--- src/rtl/ccd_tg_pkg.sv ---
`timescale 1ns/1ps
package ccd_tg_pkg;
  typedef enum logic [2:0] {
    PH_IDLE  = 3'd0,
    PH_LEAD  = 3'd1,
    PH_XFER  = 3'd2,
    PH_TRAIL = 3'd3,
    PH_READ  = 3'd4
  } phase_e;

  typedef enum logic [2:0] {
    RG_DUMMY = 3'd0,
    RG_BLACK = 3'd1,
    RG_INV   = 3'd2,
    RG_VALID = 3'd3,
    RG_OVER  = 3'd4
  } region_e;
endpackage

--- src/rtl/ccd_phase_seq.sv ---
`timescale 1ns/1ps
module ccd_phase_seq
  import ccd_tg_pkg::*;
#(
  parameter int CW      = 16,
  parameter int PIXW    = 14,
  parameter int MIN_PIX = 5469
) (
  input  logic            clk,
  input  logic            arst_n,
  input  logic            start,
  input  logic [CW-1:0]   cfg_guard,
  input  logic [CW-1:0]   cfg_tg_len,
  input  logic [CW-1:0]   cfg_pix_len,
  input  logic [PIXW-1:0] cfg_line_pix,
  output phase_e          phase,
  output logic [CW-1:0]   cnt,
  output logic [PIXW-1:0] pix
);
  localparam logic [PIXW-1:0] MIN_P = PIXW'(MIN_PIX);

  phase_e          phase_q, phase_d;
  logic [CW-1:0]   cnt_q, cnt_d;
  logic [PIXW-1:0] pix_q, pix_d;
  logic            pend_q, pend_d;
  logic [PIXW-1:0] eff_pix;
  logic            pix_last;

  // A count of zero is treated as one cycle.
  function automatic logic span_done(input logic [CW-1:0] c, input logic [CW-1:0] len);
    return ({1'b0, c} + {{CW{1'b0}}, 1'b1}) >= {1'b0, len};
  endfunction

  assign eff_pix  = (cfg_line_pix > MIN_P) ? cfg_line_pix : MIN_P;
  assign pix_last = ({1'b0, pix_q} + {{PIXW{1'b0}}, 1'b1}) >= {1'b0, eff_pix};

  always_comb begin
    phase_d = phase_q;
    cnt_d   = cnt_q + 1'b1;
    pix_d   = pix_q;
    pend_d  = pend_q | start;
    unique case (phase_q)
      PH_IDLE: begin
        cnt_d = '0;
        if (start) begin
          phase_d = PH_LEAD;
          pend_d  = 1'b0;
        end
      end
      PH_LEAD: if (span_done(cnt_q, cfg_guard)) begin
        phase_d = PH_XFER;
        cnt_d   = '0;
      end
      PH_XFER: if (span_done(cnt_q, cfg_tg_len)) begin
        phase_d = PH_TRAIL;
        cnt_d   = '0;
      end
      PH_TRAIL: if (span_done(cnt_q, cfg_guard)) begin
        phase_d = PH_READ;
        cnt_d   = '0;
        pix_d   = '0;
      end
      PH_READ: if (span_done(cnt_q, cfg_pix_len)) begin
        cnt_d = '0;
        pix_d = pix_q + 1'b1;
        if (pix_last) begin
          pix_d = '0;
          if (pend_q || start) begin
            phase_d = PH_LEAD;
            pend_d  = 1'b0;
          end else begin
            phase_d = PH_IDLE;
          end
        end
      end
      default: phase_d = PH_IDLE;
    endcase
  end

  always_ff @(posedge clk or negedge arst_n) begin
    if (!arst_n) begin
      phase_q <= PH_IDLE;
      cnt_q   <= '0;
      pix_q   <= '0;
      pend_q  <= 1'b0;
    end else begin
      phase_q <= phase_d;
      cnt_q   <= cnt_d;
      pix_q   <= pix_d;
      pend_q  <= pend_d;
    end
  end

  assign phase = phase_q;
  assign cnt   = cnt_q;
  assign pix   = pix_q;
endmodule

--- src/rtl/ccd_region_map.sv ---
`timescale 1ns/1ps
module ccd_region_map
  import ccd_tg_pkg::*;
#(
  parameter int PIXW     = 14,
  parameter int LEAD     = 15,
  parameter int BLACK    = 49,
  parameter int PRE_INV  = 2,
  parameter int VALID    = 5400,
  parameter int POST_INV = 3
) (
  input  logic [PIXW-1:0] pix,
  output region_e         region
);
  localparam int E_LEAD  = LEAD;
  localparam int E_BLACK = E_LEAD + BLACK;
  localparam int E_PRE   = E_BLACK + PRE_INV;
  localparam int E_VALID = E_PRE + VALID;
  localparam int E_POST  = E_VALID + POST_INV;

  always_comb begin
    if (pix < PIXW'(E_LEAD))       region = RG_DUMMY;
    else if (pix < PIXW'(E_BLACK)) region = RG_BLACK;
    else if (pix < PIXW'(E_PRE))   region = RG_INV;
    else if (pix < PIXW'(E_VALID)) region = RG_VALID;
    else if (pix < PIXW'(E_POST))  region = RG_INV;
    else                           region = RG_OVER;
  end
endmodule

--- src/rtl/ccd_pixel_wave.sv ---
`timescale 1ns/1ps
module ccd_pixel_wave
  import ccd_tg_pkg::*;
#(
  parameter int CW   = 16,
  parameter int PIXW = 14
) (
  input  logic            clk,
  input  logic            arst_n,
  input  phase_e          phase,
  input  logic [CW-1:0]   cnt,
  input  logic [PIXW-1:0] pix,
  input  region_e         region,
  input  logic            line_mode,
  input  logic [CW-1:0]   cfg_sh1_len,
  input  logic [CW-1:0]   cfg_rg_at,
  input  logic [CW-1:0]   cfg_rg_len,
  input  logic [CW-1:0]   cfg_cl_at,
  input  logic [CW-1:0]   cfg_cl_len,
  input  logic [CW-1:0]   cfg_smp_at,
  output logic            sh1,
  output logic            sh2,
  output logic            sh1_last,
  output logic            rg_n,
  output logic            cl_n,
  output logic            tgate,
  output logic            adc_strobe,
  output logic [PIXW-1:0] pix_idx,
  output logic            is_black,
  output logic            is_invalid,
  output logic            is_valid
);
  logic in_read, in_xfer, s1_d, rg_d, cl_d;

  function automatic logic in_win(input logic [CW-1:0] c, input logic [CW-1:0] at,
                                  input logic [CW-1:0] len);
    return ({1'b0, c} >= {1'b0, at}) && ({1'b0, c} < ({1'b0, at} + {1'b0, len}));
  endfunction

  always_comb begin
    in_read = (phase == PH_READ);
    in_xfer = (phase == PH_XFER);
    s1_d    = in_read ? (cnt < cfg_sh1_len) : 1'b1;
    cl_d    = line_mode ? !in_xfer : !(in_read && in_win(cnt, cfg_cl_at, cfg_cl_len));
    rg_d    = !(in_read && in_win(cnt, cfg_rg_at, cfg_rg_len) && (cl_d || !line_mode));
  end

  always_ff @(posedge clk or negedge arst_n) begin
    if (!arst_n) begin
      sh1        <= 1'b1;
      sh2        <= 1'b0;
      sh1_last   <= 1'b1;
      rg_n       <= 1'b1;
      cl_n       <= 1'b1;
      tgate      <= 1'b0;
      adc_strobe <= 1'b0;
      pix_idx    <= '0;
      is_black   <= 1'b0;
      is_invalid <= 1'b0;
      is_valid   <= 1'b0;
    end else begin
      sh1        <= s1_d;
      sh2        <= !s1_d;
      sh1_last   <= s1_d;
      rg_n       <= rg_d;
      cl_n       <= cl_d;
      tgate      <= in_xfer;
      adc_strobe <= in_read && (cnt == cfg_smp_at);
      pix_idx    <= in_read ? pix : '0;
      is_black   <= in_read && (region == RG_BLACK);
      is_invalid <= in_read && (region == RG_INV);
      is_valid   <= in_read && (region == RG_VALID);
    end
  end
endmodule

--- src/rtl/ccd_line_timer.sv ---
`timescale 1ns/1ps
module ccd_line_timer
  import ccd_tg_pkg::*;
#(
  parameter int CW           = 16,
  parameter int LEAD_PIX     = 15,
  parameter int BLACK_PIX    = 49,
  parameter int PRE_INV_PIX  = 2,
  parameter int VALID_PIX    = 5400,
  parameter int POST_INV_PIX = 3,
  localparam int MIN_PIX     = LEAD_PIX + BLACK_PIX + PRE_INV_PIX + VALID_PIX + POST_INV_PIX,
  localparam int PIXW        = $clog2(MIN_PIX + 1) + 1
) (
  input  logic            clk,
  input  logic            arst_n,
  input  logic            start,
  input  logic            line_mode,
  input  logic [CW-1:0]   cfg_pix_len,
  input  logic [CW-1:0]   cfg_sh1_len,
  input  logic [CW-1:0]   cfg_rg_at,
  input  logic [CW-1:0]   cfg_rg_len,
  input  logic [CW-1:0]   cfg_cl_at,
  input  logic [CW-1:0]   cfg_cl_len,
  input  logic [CW-1:0]   cfg_smp_at,
  input  logic [CW-1:0]   cfg_tg_len,
  input  logic [CW-1:0]   cfg_guard,
  input  logic [PIXW-1:0] cfg_line_pix,
  output logic            sh1,
  output logic            sh2,
  output logic            sh1_last,
  output logic            rg_n,
  output logic            cl_n,
  output logic            tgate,
  output logic            adc_strobe,
  output logic [PIXW-1:0] pix_idx,
  output logic            is_black,
  output logic            is_invalid,
  output logic            is_valid
);
  phase_e          phase;
  logic [CW-1:0]   cnt;
  logic [PIXW-1:0] pix;
  region_e         region;

  ccd_phase_seq #(.CW(CW), .PIXW(PIXW), .MIN_PIX(MIN_PIX)) u_seq (
    .clk(clk), .arst_n(arst_n), .start(start),
    .cfg_guard(cfg_guard), .cfg_tg_len(cfg_tg_len), .cfg_pix_len(cfg_pix_len),
    .cfg_line_pix(cfg_line_pix),
    .phase(phase), .cnt(cnt), .pix(pix)
  );

  ccd_region_map #(
    .PIXW(PIXW), .LEAD(LEAD_PIX), .BLACK(BLACK_PIX), .PRE_INV(PRE_INV_PIX),
    .VALID(VALID_PIX), .POST_INV(POST_INV_PIX)
  ) u_map (
    .pix(pix), .region(region)
  );

  ccd_pixel_wave #(.CW(CW), .PIXW(PIXW)) u_wave (
    .clk(clk), .arst_n(arst_n), .phase(phase), .cnt(cnt), .pix(pix), .region(region),
    .line_mode(line_mode), .cfg_sh1_len(cfg_sh1_len), .cfg_rg_at(cfg_rg_at),
    .cfg_rg_len(cfg_rg_len), .cfg_cl_at(cfg_cl_at), .cfg_cl_len(cfg_cl_len),
    .cfg_smp_at(cfg_smp_at),
    .sh1(sh1), .sh2(sh2), .sh1_last(sh1_last), .rg_n(rg_n), .cl_n(cl_n),
    .tgate(tgate), .adc_strobe(adc_strobe), .pix_idx(pix_idx),
    .is_black(is_black), .is_invalid(is_invalid), .is_valid(is_valid)
  );
endmodule

--- config.mk ---
export PLATFORM = sky130hd
export DESIGN_NAME = ccd_line_timer
export DESIGN_NICKNAME = d
export VERILOG_FILES = /design/src/rtl/ccd_tg_pkg.sv /design/src/rtl/ccd_phase_seq.sv /design/src/rtl/ccd_region_map.sv /design/src/rtl/ccd_pixel_wave.sv /design/src/rtl/ccd_line_timer.sv
export SDC_FILE = /design/constraint.sdc
export NUM_CORES = 1
export LEC_CHECK = 0
export ABC_AREA = 0
export CAP_MARGIN = 20
export CORE_MARGIN = 3
export CORE_UTILIZATION = 52
export DETAILED_ROUTE_END_ITERATION = 10
export MAX_ROUTING_LAYER = met4
export PLACE_DENSITY = 0.83
export SLEW_MARGIN = 40
export SYNTH_ARGS = -nofsm -noshare
export SYNTH_HDL_FRONTEND = slang
export SYNTH_SLANG_ARGS = --single-unit
--- constraint.sdc ---
create_clock -name clk -period 3.75 [get_ports clk]
set_input_delay 0.9375 -clock clk [delete_from_list [all_inputs] [get_ports clk]]
set_output_delay 0.9375 -clock clk [all_outputs]
set_load 0.02 [all_outputs]
# Word level (Yosys, flattened, before mapping)
# Cells that the tools add are included.
[classes]
muxes = 30
reduce_logical = 21
order_cmp = 15
bitwise_logic = 1
eq_ne = 14
n_addsub = 6
[ops]
columns = ["cell", "count"]
rows = [
  ["14-bit 2-to-1 mux", 5],
  ["16-bit one-hot mux with 4 select lines", 1],
  ["17-bit by 16-bit greater-or-equal comparator with 1-bit output", 3],
  ["16-bit 2-to-1 mux", 3],
  ["16-bit by 16-bit adder with 17-bit output", 2],
  ["16-bit by 17-bit less-than comparator with 1-bit output", 2],
  ["3-bit 2-to-1 mux", 11],
  ["16-bit greater-or-equal comparator", 2],
  ["14-bit by 13-bit less-than comparator with 1-bit output, second input constant", 2],
  ["14-bit by 7-bit less-than comparator with 1-bit output, second input constant", 2],
  ["14-bit one-hot mux with 2 select lines", 1],
  ["16-bit by 1-bit adder with 17-bit output, second input constant", 1],
  ["16-bit by 1-bit adder with 16-bit output, second input constant", 1],
  ["16-bit == test", 1],
  ["16-bit less-than comparator", 1],
  ["14-bit by 1-bit adder with 15-bit output, second input constant", 1],
  ["15-bit by 14-bit greater-or-equal comparator with 1-bit output", 1],
  ["3-bit one-hot mux with 5 select lines", 1],
  ["14-bit by 1-bit adder with 14-bit output, second input constant", 1],
  ["14-bit by 13-bit > comparator with 1-bit output, second input constant", 1],
  ["14-bit by 4-bit less-than comparator with 1-bit output, second input constant", 1],
  ["3-bit by 2-bit == test with 1-bit output, second input constant", 4],
  ["1-bit logical AND", 9],
  ["2-bit inequality test, second input constant", 4],
  ["13 further kinds", 26],
]
[word_totals]
in_bits = 162
wordCells = 101
ff_bits = 57
output_inout_bits = 24

# Depth between registers and ports, before layout
# Gate-level depths: netlist of the first run.
[depth]
word_depth = 9
mapped_depth = 17
ltp_nobuf = 17

# Modules after synthesis
# A second synthesis of the first run with hierarchy kept.
[unflattened]
hier_cells = 937
area_unflattened_um2 = 7747.4
[modules_own_cells]
columns = ["mod", "n_inst", "area_each_um2", "seq_area_each_um2", "cells_each"]
rows = [
  ["ccd_pixel_wave", 1, 4060.1, 579.3, 489],
  ["ccd_phase_seq", 1, 3543.4, 850.8, 424],
  ["ccd_region_map", 1, 143.9, 0.0, 24],
]

# Least setup slack after synthesis of the first run
# Ideal clock, no wire load.
[synth_timing]
kind = "input port to flip-flop"
start = "input port cfg_cl_at[0]"
end = "register u_wave.cl_n"
setup_ns = 0.061
cell_stages = 17
t_arrival_ns = 3.827
path_buffers = 0
t_required_ns = 3.689
slack_ns = -0.139
cell_sequence = "ha_1 -> fa_1 -> a21o_1 -> a21oi_1 -> o21ai_0 -> a21oi_1 -> o31ai_1 -> a21oi_1 -> xor2_1 -> ha_1 -> o21a_1 -> nor2_1 -> a2111oi_0 -> o21ai_0 -> a31oi_1 -> o31a_1 -> a221o_1"
[synth_between]
elab_chain_cells = 6
word_cells_on_any_way = 7
cone_classes = "1 x add/sub; 2 x order compare; 1 x mux; 3 x reduce/logical"
[synth_lines]
columns = ["item", "line", "rtl"]
rows = [
  ["from (decl)", "ccd_line_timer.sv:22", "input logic [CW-1:0] cfg_cl_at,"],
  ["16-bit by 16-bit adder with 17-bit output", "ccd_pixel_wave.sv:37", "return ({1'b0, c} >= {1'b0, at}) && ({1'b0, c} < ({1'b0, at} + {1'b0, len}));"],
  ["16-bit by 17-bit less-than comparator with 1-bit output", "ccd_pixel_wave.sv:37", ""],
  ["1-bit logical AND *", "ccd_pixel_wave.sv:37", ""],
  ["1-bit logical AND *", "ccd_pixel_wave.sv:44", "cl_d = line_mode ? !in_xfer : !(in_read && in_win(cnt, cfg_cl_at, cfg_cl_len));"],
  ["1-bit zero test *", "ccd_pixel_wave.sv:44", ""],
  ["1-bit 2-to-1 mux *", "ccd_pixel_wave.sv:44", ""],
  ["via u_wave.cl_d", "ccd_pixel_wave.sv:33", "logic in_read, in_xfer, s1_d, rg_d, cl_d;"],
  ["to (signal assigned)", "ccd_pixel_wave.sv:66", "cl_n <= cl_d;"],
  ["to (decl)", "ccd_pixel_wave.sv:25", "output logic cl_n,"],
]
# The timed path passes the listed nets; every way through them passes the cells marked *.
# A chain may end at the register's enable or synchronous reset.

# Final worst setup path of the first run
[layout_timing]
start = "input port cfg_cl_at[5]"
end = "register u_wave.cl_n"
# The elaborated chain is that of the path after synthesis.

==> results.sh, run 1 <==
export IMPL_status="finished, final reports clean"
export IMPL_syn_area_per_cell_um2=8.33
export IMPL_p_leak_nw=5.99
export IMPL_clk_latency_ns=0.33
export IMPL_io_buffers=185
export IMPL_drv_cap=0
export IMPL_async_flop_share_pct=100
export IMPL_totalWireLength_mm=23.8
export IMPL_drv_slew=0
export IMPL_grt_pass1_wl_mm=37.3
export IMPL_skew_ns=0.00794
export IMPL_setup_violations=0
export IMPL_place_hpwl_mm=18.6
export IMPL_grt_pass1_vias=8007
export IMPL_htree_levels=3
export IMPL_dieArea_um2=16300
export IMPL_yosys_warnings=0
export IMPL_syn_inst=922
export IMPL_clk_transition_reported_paths_ns=0.05
export IMPL_rsz0062_at_grt="yes"
export IMPL_finalCritPeriodShare_pct=98.7
export IMPL_die_y_um=128
export IMPL_cts_inserted_buffers=9
export IMPL_whs_ns=0.540
export IMPL_start_util_pct=54.3
export IMPL_crit_chain="clkdlybuf4s50_1 > ha_1 > buf_4 > a31o_2 > buf_4 > a21oi_2 > o21bai_1 > a21oi_1 > xor2_1 > ha_1 > o21a_1 > o21ai_0 > a31oi_1 > o31a_1 > a221o_1"
export IMPL_endpoint_kind="register"
export IMPL_synthFlopType="dfrtp_1"
export IMPL_cts_sinks=57
export IMPL_seq_area_frac_synth_pct=18.6
export IMPL_power_total_w=0.00364
export IMPL_max_freq_mhz=270
export IMPL_slowest_delay_ns=0.49
export IMPL_synth_fp_nets=1260
export IMPL_drtIter0Drc=661
export IMPL_die_width_um=128
export IMPL_firstDrtPassIters=7
export IMPL_num_vias=7972
export IMPL_cp_arrival_ns=3.95
export IMPL_cts_tree="done"
export IMPL_grt_max_degree=43
export IMPL_final_common_cell="ha_1"
export IMPL_synth_seq_cells=57
export IMPL_area_growth_pct=45.3
export IMPL_hold_class="reg -> reg"
export IMPL_fin_nets=1543
export IMPL_grt_total_usage_pct=28.7
export IMPL_timing_slew_headroom_pct=63.6
export IMPL_grt_ovfl_total=0
export IMPL_final_cell_mix="161 x ha_1, 160 x clkdlybuf4s50_1, 135 x inv_1"
export IMPL_drc=0
export IMPL_p_per_area_nw_per_um2=326
export IMPL_critical_path_class="in -> reg"
export IMPL_critPathLaunchType="input port"
export IMPL_via_per_inst=5.74
export IMPL_critPathSlowestCell="clkdlybuf4s50_1"
export IMPL_final_hold_viol_count=0
export IMPL_required_ns=4.00
export IMPL_gp_congestion=0.887
export IMPL_drive_gt1_share_pct=17.1
export IMPL_antenna_found_initial=0
export IMPL_rows=43
export IMPL_diodes=0
export IMPL_wire_per_inst_um=17.1
export IMPL_synth_edf_count=0
export IMPL_syn_area_um2=7680
export IMPL_cts_max_path_buffers=2
export IMPL_worstMarginPinSlew_ns=0.532
export IMPL_critPathMaxFanout=3
export IMPL_antenna_left=0
export IMPL_ir_drop_v=0.000268
export IMPL_ctsHoldBuffers=0
export IMPL_root_buffer="clkbuf_16"
export IMPL_fin_crit_ns=3.70
export IMPL_ios=186
export IMPL_core_area_um2=14100
export IMPL_synthDistinctLibCells=69
flip-flops by register name, summed over array words and instances, names as in the netlist:
name and flops:
u_wave.cl_n 1, u_wave.is_valid 1, u_wave.is_invalid 1, u_seq.pix 14, u_wave.pix_idx 14, u_wave.sh1 1, u_wave.is_black 1, u_wave.sh2 1
u_seq.phase 3, u_seq.pend_q 1, u_wave.rg_n 1, u_seq.cnt 16, u_wave.adc_strobe 1, u_wave.tgate 1
cells in the mapped netlist (all sizes together), types with 5 or more instances:
master	n	area, um^2
xor2	34	298
nand2	48	180
nor3	17	90.1
and4	7	67.6
and2	6	37.5
o31ai	6	45.0
nand2b	11	68.8
o21a	13	97.6
a211o	5	45.0
a31oi	21	131
a21o	31	233
nor2	58	218
xnor2	32	280
inv	135	507
dfrtp	54	1350
nor4	6	43.8
o21bai	8	60.1
and3	11	77.6
nand3	20	100
a21oi	61	309
clkbuf	7	26.3
a211oi	10	75.1
buf	5	51.3
or2	6	40.0
a2111oi	6	52.6
mux2i	13	130
nor2b	8	50.1
ha	174	2180
nand4	16	100
o21ai	42	210
critical path: cells and delay by family:
family | cells | cell delay [ns]
xor gates and xnor gates | 1 | 0.20
AOI/OAI and AO/OA | 9 | 1.52
buffers and inverters | 3 | 0.78
adders and majority gates | 2 | 0.51
path summary, 6_finish.rpt:
path	start	endpoint	slack, ns	cells past startpoint
min in group asynchronous	arst_n	u_wave.pix_idx[9]$_DFF_PN0_	0.58	1
worst min register to register	u_seq.pix[6]$_DFFE_PN0P_	u_wave.is_black$_DFF_PN0_	0.54	1
max in group asynchronous	arst_n	u_seq.cnt[0]$_DFF_PN0_	2.55	2
worst max register to register	u_seq.cnt[4]$_DFF_PN0_	u_seq.phase[0]$_DFFE_PN0P_	0.15	14
worst min-delay path	u_seq.pix[6]$_DFFE_PN0P_	u_wave.is_black$_DFF_PN0_	0.54	1
worst max-delay path	cfg_cl_at[5]	u_wave.cl_n$_DFF_PN1_	0.05	15
final cells by class:
cell class | instances | area (um^2)
clock buffers | 10 | 239
clock inverters | 6 | 43.8
fillers | 916 | 2990
inverters | 135 | 507
multi-input cells | 718 | 6070
flip-flops and latches | 57 | 1430
well taps | 180 | 225
repair buffers | 284 | 2640
through the flow:
step                      util [%]  setup TNS, ns  instance area [um^2]  setup slack [ns]  cells
after floorplan                  -        -0.0124                  7680           -0.0124    922
after global placement        73.4          -8.42                 10400            -0.663   1368
after detailed placement      73.5         -10.70                 10400            -0.718   1368
after CTS                     76.7              0                 10900           0.00293   1386
after global routing          78.8         -0.252                 11200            -0.119   1390
final                         78.8              0                 11200            0.0494   1390
layer usage:
metal	share of wire, %	GRT usage [%]	up-vias	wire, um
met4	2.7	8.64	0	648
met3	5.6	3.22	53	1330
met5	0	-	-	0
li1	-	-	3877	-
met1	43	35.8	3741	10200
met2	49	49.1	301	11700
report_power, final:
group	leakage (nW)	switching, W	internal, W
clock network	0.127	0.000288	0.000463
registers	0.716	0.0000961	0.000737
logic	5.15	0.00109	0.000964
total	5.99	0.00148	0.00216
cell families after synthesis:
logic type | share of synthesized area, %
compound gates | 20.2
mux | 2.09
fa+ha+maj | 28.9
flops | 18.6
buf+inv | 7.61
xor+xnor | 7.53
simple gates | 15.1
repair_timing:
item | CTS | global route
cloned | 0 | 0
endpoints found under the setup margin | 20 | 36
resized for setup | 51 | 79
pin swaps | 28 | 51
setup buffers | 2 | 5
Power figures use the tool's default switching activity.
==> run 2: changes to the inputs <==
- CORE_UTILIZATION: 52 -> 53
- CTS_BUF_LIST: not set -> sky130_fd_sc_hd__clkbuf_4 sky130_fd_sc_hd__clkbuf_8
- PLACE_DENSITY: 0.83 -> 0.85
==> run 2 against run 1 <==
Fmax is 0.83% lower. Routed wire length up 1.5%. Sequential share of layout area grew 0.13 points. Final cell count increased by 0.29%. First-iteration DRC count is 23% lower. Count of clock-buffer cells in the layout rose by 3. Sequential power increased by 1%. Final area shrank 1.0%. Clock skew grew 0.00081 ns.
==> results.sh, run 2 (same netlist as run 1, synthesis figures left out) <==
export IMPL_htree_levels=3
export IMPL_whs_ns=0.561
export IMPL_fin_crit_ns=3.73
export IMPL_rows=43
export IMPL_final_cell_mix="161 x ha_1, 156 x clkdlybuf4s50_1, 135 x inv_1"
export IMPL_drtIter0Drc=511
export IMPL_cp_arrival_ns=3.98
export IMPL_grt_pass1_wl_mm=37.6
export IMPL_drv_cap=0
export IMPL_clk_transition_reported_paths_ns=0.07
export IMPL_num_vias=8158
export IMPL_ir_drop_v=0.000239
export IMPL_skew_ns=0.00874
export IMPL_totalWireLength_mm=24.2
export IMPL_final_common_cell="ha_1"
export IMPL_grt_total_usage_pct=29.1
export IMPL_place_area_um2=10400
export IMPL_ios=186
export IMPL_root_buffer="clkbuf_8"
export IMPL_cts_sinks=57
export IMPL_wire_per_inst_um=17.4
export IMPL_final_cell_area_um2=11000
export IMPL_final_hold_viol_count=0
export IMPL_drc=0
export IMPL_required_ns=3.99
export IMPL_core_area_um2=14000
export IMPL_critPathMaxFanout=2
export IMPL_drv_slew=0
export IMPL_via_per_inst=5.85
export IMPL_status="finished, final reports clean"
export IMPL_max_freq_mhz=268
export IMPL_p_sw_share_pct=42.3
export IMPL_gp_congestion=0.913
export IMPL_worstMarginPinSlew_ns=0.629
export IMPL_dieArea_um2=16000
export IMPL_p_switching_w=0.00145
export IMPL_timing_slew_headroom_pct=58.1
export IMPL_drive_gt1_share_pct=17.6
export IMPL_fin_util_pct=78.7
export IMPL_cts_inserted_buffers=9
export IMPL_firstDrtPassIters=5
export IMPL_grt_pass1_vias=7997
export IMPL_hold_class="reg -> reg"
export IMPL_power_frac_clock_pct=15.4
export IMPL_die_y_um=126
export IMPL_fin_nets=1547
export IMPL_grt_max_degree=32
export IMPL_power_frac_comb_pct=59.9
export IMPL_p_per_area_nw_per_um2=310
export IMPL_diodes=0
export IMPL_setup_violations=0
export IMPL_cts_max_path_buffers=2
export IMPL_grt_ovfl_total=0
export IMPL_die_width_um=126
export IMPL_p_int_w=0.00198
export IMPL_p_leak_nw=6.01
export IMPL_start_util_pct=54.7
export IMPL_endpoint_kind="register"
export IMPL_ctsHoldBuffers=0
export IMPL_area_growth_pct=43.9
export IMPL_critical_path_class="in -> reg"
export IMPL_rsz0062_at_grt="yes"
export IMPL_io_buffers=185
export IMPL_finalSetupTns_ns=0
export IMPL_finalCritPeriodShare_pct=99.5
export IMPL_clk_latency_ns=0.34
export IMPL_critPathLaunchType="input port"
export IMPL_largest_register_ffs=16
export IMPL_place_hpwl_mm=18.5
export IMPL_antenna_found_initial=0
export IMPL_fill_cells=900
export IMPL_cts_tree="done"
export IMPL_antenna_left=0
export IMPL_power_frac_seq_pct=24.7
## run 2: changes by cell type in the layout (fill, tap and decap cells not counted), moves of 2 or more
| cell | change |
|---|---|
| dlygate4sd2_1 | -4 |
| o21ai_1 | -3 |
| clkbuf_8 | +9 |
| buf_4 | +4 |
| clkdlybuf4s50_1 | -4 |
| clkbuf_4 | +3 |
| o21ai_2 | +2 |
| clkbuf_16 | -9 |
| buf_6 | -2 |
| o21ai_0 | +2 |
| dlymetal6s2s_1 | +5 |
| clkinvlp_4 | -3 |
| clkbuf_2 | +5 |
## run 2: through the flow
stage / power (W) / worst slack, ns / instances
after floorplan: 0.00194 / -0.0124 / 922
after global placement: 0.00265 / -0.667 / 1363
after detailed placement: 0.00273 / -0.813 / 1363
after CTS: 0.00331 / 0.000714 / 1383
after global routing: 0.00366 / -0.116 / 1394
final: 0.00342 / 0.0185 / 1394
## run 2: final timing paths
kind,startpoint,depth (start not counted),slack [ns],endpoint
max,cfg_rg_len[0],14,0.02,u_wave.rg_n$_DFF_PN1_
min,u_seq.pix[6]$_DFFE_PN0P_,1,0.56,u_wave.is_black$_DFF_PN0_
max reg2reg,u_seq.cnt[5]$_DFF_PN0_,16,0.13,u_seq.pix[6]$_DFFE_PN0P_
min reg2reg,u_seq.pix[6]$_DFFE_PN0P_,1,0.56,u_wave.is_black$_DFF_PN0_
max in group asynchronous,arst_n,2,2.27,u_wave.cl_n$_DFF_PN1_
min in group asynchronous,arst_n,1,0.61,u_seq.pix[9]$_DFFE_PN0P_
## run 2: repair_timing
item / in CTS / in global routing
pin swaps: 41 / 58
setup endpoints to repair: 20 / 36
setup buffers: 5 / 11
resized for setup: 55 / 73
## run 2: power by group through the flow
stage	Clock, W	Sequential (W)	Combinational, W
finish	0.000528	0.000845	0.00205
global route	0.000558	0.000857	0.00225
CTS	0.000527	0.000838	0.00194
detailed placement	0	0.000848	0.00188
global placement	0	0.000840	0.00181
floorplan	0	0.000922	0.00102
## run 2: per-layer routing
layer	GRT usage, %	part of all wire (%)
met3	2.23	5.0
met1	36.1	42
met2	50.6	50
met5	-	0
met4	8.83	3.2
## run 2: worst max-delay path: stages
cell and delay (ns):
clkdlybuf4s50_1 0.48, ha_2 0.20, fa_2 0.24, a21oi_4 0.07, or3b_4 0.40, and3_4 0.18
buf_4 0.14, nor4b_4 0.26, o31ai_1 0.13, a21o_1 0.19, ha_2 0.32, o21a_1 0.10
o21ai_0 0.06, o31ai_1 0.25
## run 2: area by class of cell
class                      instances  area (um^2)  area share, %
multi-input combinational        718         6050           54.8
timing repair buffer             288         2650           24.0
sequential                        57         1430           12.9
inverter                         135          507           4.59
tap                              180          225           2.04
clock buffer                      13          160           1.45
clock inverter                     3         17.5          0.159
==> run 3: changes to the inputs <==
- CORE_UTILIZATION: 53 -> 48
- PLACE_DENSITY: 0.85 -> 0.81
- REMOVE_ABC_BUFFERS: not set -> 1
- SYNTH_HIERARCHICAL: not set -> 1
- clock period: 3.75 -> 3.4 ns (I/O delays scaled with it)
==> run 3 against run 2 <==
Final cell count rose by 5.7%. Count of clock-buffer cells in the layout fell by 1. Sequential power is 5.6% lower. Area after synthesis grew 0.91%. Clock power grew 27%. Routed wire length is 1.8% higher. Largest power group unchanged.
==> results.sh, run 3 <==
export IMPL_htree_levels=3
export IMPL_start_util_pct=50.0
export IMPL_synth_adder_area_share_pct=28.5
export IMPL_die_y_um=133
export IMPL_yosysMostFrequentCell="ha_1"
export IMPL_drive_gt1_share_pct=22.5
export IMPL_wire_per_inst_um=16.7
export IMPL_synthSimpleGateAreaFrac_pct=18.5
export IMPL_final_hold_viol_count=0
export IMPL_status="finished, final reports clean"
export IMPL_totalWireLength_mm=24.6
export IMPL_antenna_found_initial=2
export IMPL_dieArea_um2=17700
export IMPL_p_leak_nw=5.96
export IMPL_root_buffer="clkbuf_8"
export IMPL_slowest_delay_ns=0.37
export IMPL_crit_chain="ha_1 > nand2_1 > nor2_2 > buf_4 > nand2_1 > nor2_2 > xnor2_1 > inv_1 > ha_1 > nand2_2 > nor2_1 > a211oi_2 > o21ai_1 > or2_2 > o211ai_1 > o32ai_1"
export IMPL_synth_seq_cells=57
export IMPL_required_ns=3.61
export IMPL_io_buffers=185
export IMPL_p_per_area_nw_per_um2=297
export IMPL_drc=0
export IMPL_num_vias=8350
export IMPL_synthMuxAreaShare_pct=0.291
export IMPL_synth_xor_area_share_pct=7.12
export IMPL_gp_congestion=0.954
export IMPL_yosysTopAreaCell="ha_1"
export IMPL_cts_tree="done"
export IMPL_cts_max_path_buffers=2
export IMPL_synth_compound_area_share_pct=20.5
export IMPL_rows=45
export IMPL_min_from="u_seq/pend_q$_DFF_PN0_"
export IMPL_top_usage_layer="met2"
export IMPL_place_hpwl_mm=18.8
export IMPL_grt_pass1_wl_mm=38.7
export IMPL_ctsHoldBuffers=0
export IMPL_ys_top_cells_by_area="ha_1 28%, dfrtp_1 17%, inv_1 5.7%, a21oi_1 4.0%, xor2_1 3.7%"
export IMPL_core_area_um2=15500
export IMPL_grt_pass1_vias=8265
export IMPL_die_width_um=133
export IMPL_fin_crit_ns=3.37
export IMPL_crit_start="u_seq/cnt[1]$_DFF_PN0_"
export IMPL_cts_sinks=57
export IMPL_synth_top_area_share_pct=27.9
export IMPL_syn_area_um2=7750
export IMPL_timing_slew_headroom_pct=51.6
export IMPL_synth_cells_most_frequent="173 x ha_1, 117 x inv_1, 65 x nor2_1"
export IMPL_clk_transition_reported_paths_ns=0.06
export IMPL_worstMarginPinSlew_ns=0.726
export IMPL_grt_ovfl_total=0
export IMPL_ios=186
export IMPL_setup_violations=0
export IMPL_area_growth_pct=49.6
export IMPL_syn_area_per_cell_um2=8.27
export IMPL_drv_cap=0
export IMPL_fin_util_pct=74.8
export IMPL_final_common_cell="ha_1"
export IMPL_finalCritPeriodShare_pct=99.2
export IMPL_syn_inst=937
export IMPL_grt_total_usage_pct=27.0
export IMPL_critPathSlowestCell="dfrtp_1"
export IMPL_cts_inserted_buffers=9
export IMPL_hold_class="reg -> reg"
export IMPL_globalRouteMet2Util_pct=47.4
export IMPL_skew_ns=0.00799
export IMPL_async_flop_share_pct=100
export IMPL_critPathLaunchType="register"
export IMPL_critical_path_class="reg -> reg"
export IMPL_via_per_inst=5.66
export IMPL_critPathMaxFanout=4
export IMPL_finalSetupTns_ns=0
export IMPL_r2r_start="u_seq/cnt[1]$_DFF_PN0_"
export IMPL_cp_arrival_ns=3.58
export IMPL_synthFlopType="dfrtp_1"
export IMPL_synth_top_family_by_area="adder cells"
export IMPL_seq_area_frac_synth_pct=18.5
export IMPL_grt_max_degree=58
export IMPL_synth_edf_count=0
export IMPL_largest_register_ffs=16
export IMPL_max_freq_mhz=296
export IMPL_synthDistinctLibCells=71
export IMPL_firstDrtPassIters=4
export IMPL_antenna_left=0
export IMPL_endpoint_kind="register"
export IMPL_gr_usage_met3_pct=2.89
export IMPL_fin_nets=1593
export IMPL_drv_slew=0
export IMPL_rsz0062_at_grt="yes"
export IMPL_clk_latency_ns=0.35
export IMPL_yosys_warnings=6
export IMPL_drtIter0Drc=533
export IMPL_final_cell_mix="150 x ha_1, 144 x clkdlybuf4s50_1, 126 x buf_4"
export IMPL_use_met1_pct=32.5
export IMPL_ir_drop_v=0.000225
run 3: layout make-up:
type	instances	area [um^2]
Timing Repair Buffer	318	2850
Inverter	118	443
Sequential cell	57	1430
Antenna cell	2	5.00
Multi-Input combinational cell	752	6390
Fill cell	1127	3900
Clock inverter	4	51.3
Clock buffer	12	159
Tap cell	211	264
run 3: routing by layer:
layer | vias to the layer above | wire length, um
met4 | 0 | 595
met2 | 280 | 12400
met3 | 53 | 1110
li1 | 4037 | -
met5 | - | 0
met1 | 3980 | 10500
run 3: report_power, final:
group          leakage [nW]  switching (W)  total, W  internal (W)
Sequential            0.766      0.0000654  0.000798      0.000733
Clock                 0.106       0.000284  0.000671      0.000386
Combinational          5.09       0.000992   0.00197      0.000976
Total                  5.96        0.00134   0.00344       0.00210
run 3: path summary, 6_finish.rpt:
check	end	cells after the start	slack, ns
max in group asynchronous	u_wave/adc_strobe$_DFF_PN0_	2	2.27
worst min register to register	u_seq/pend_q$_DFF_PN0_	2	0.57
worst max register to register	u_seq/phase[0]$_DFFE_PN0P_	16	0.03
worst max-delay path	u_seq/phase[0]$_DFFE_PN0P_	16	0.03
worst min-delay path	u_seq/pend_q$_DFF_PN0_	2	0.57
min in group asynchronous	u_seq/pix[4]$_DFFE_PN0P_	2	0.64
run 3: through the flow:
| stage | worst slack (ns) | hold WS [ns] | instance area [um^2] | instances | total power [W] |
|---|---|---|---|---|---|
| after floorplan | -0.227 | 0.518 | 7680 | 926 | 0.00183 |
| after detailed placement | -0.872 | 0.544 | 10600 | 1432 | 0.00257 |
| after CTS | -0.0690 | 0.558 | 11100 | 1456 | 0.00331 |
| after global placement | -0.813 | 0.532 | 10600 | 1432 | 0.00250 |
| final | 0.0272 | 0.565 | 11600 | 1474 | 0.00344 |
| after global routing | -0.158 | 0.600 | 11600 | 1474 | 0.00370 |
run 3: critical path, delay by kind of cell (launching register included):
kind	cells	cell delay, ns
compound gates	4	0.74
xor+xnor	1	0.18
fa+ha+maj	2	0.53
buf+inv	2	0.34
flops	1	0.37
simple gates	7	1.08
run 3: logic make-up after synthesis:
kind of cell,count (synthesis)
DFF,57
AOI/OAI and AO/OA,234
and+or+nand+nor,277
xor gates and xnor gates,63
buffers and inverters,129
muxes,2
adders and majority gates,175
run 3: timing repair:
item | 4_1_cts | 5_1_grt
buffers inserted | 9 | 15
pin swaps | 66 | 63
resized for setup | 105 | 98
setup endpoints to repair | 19 | 36
gates cloned | 0 | 1
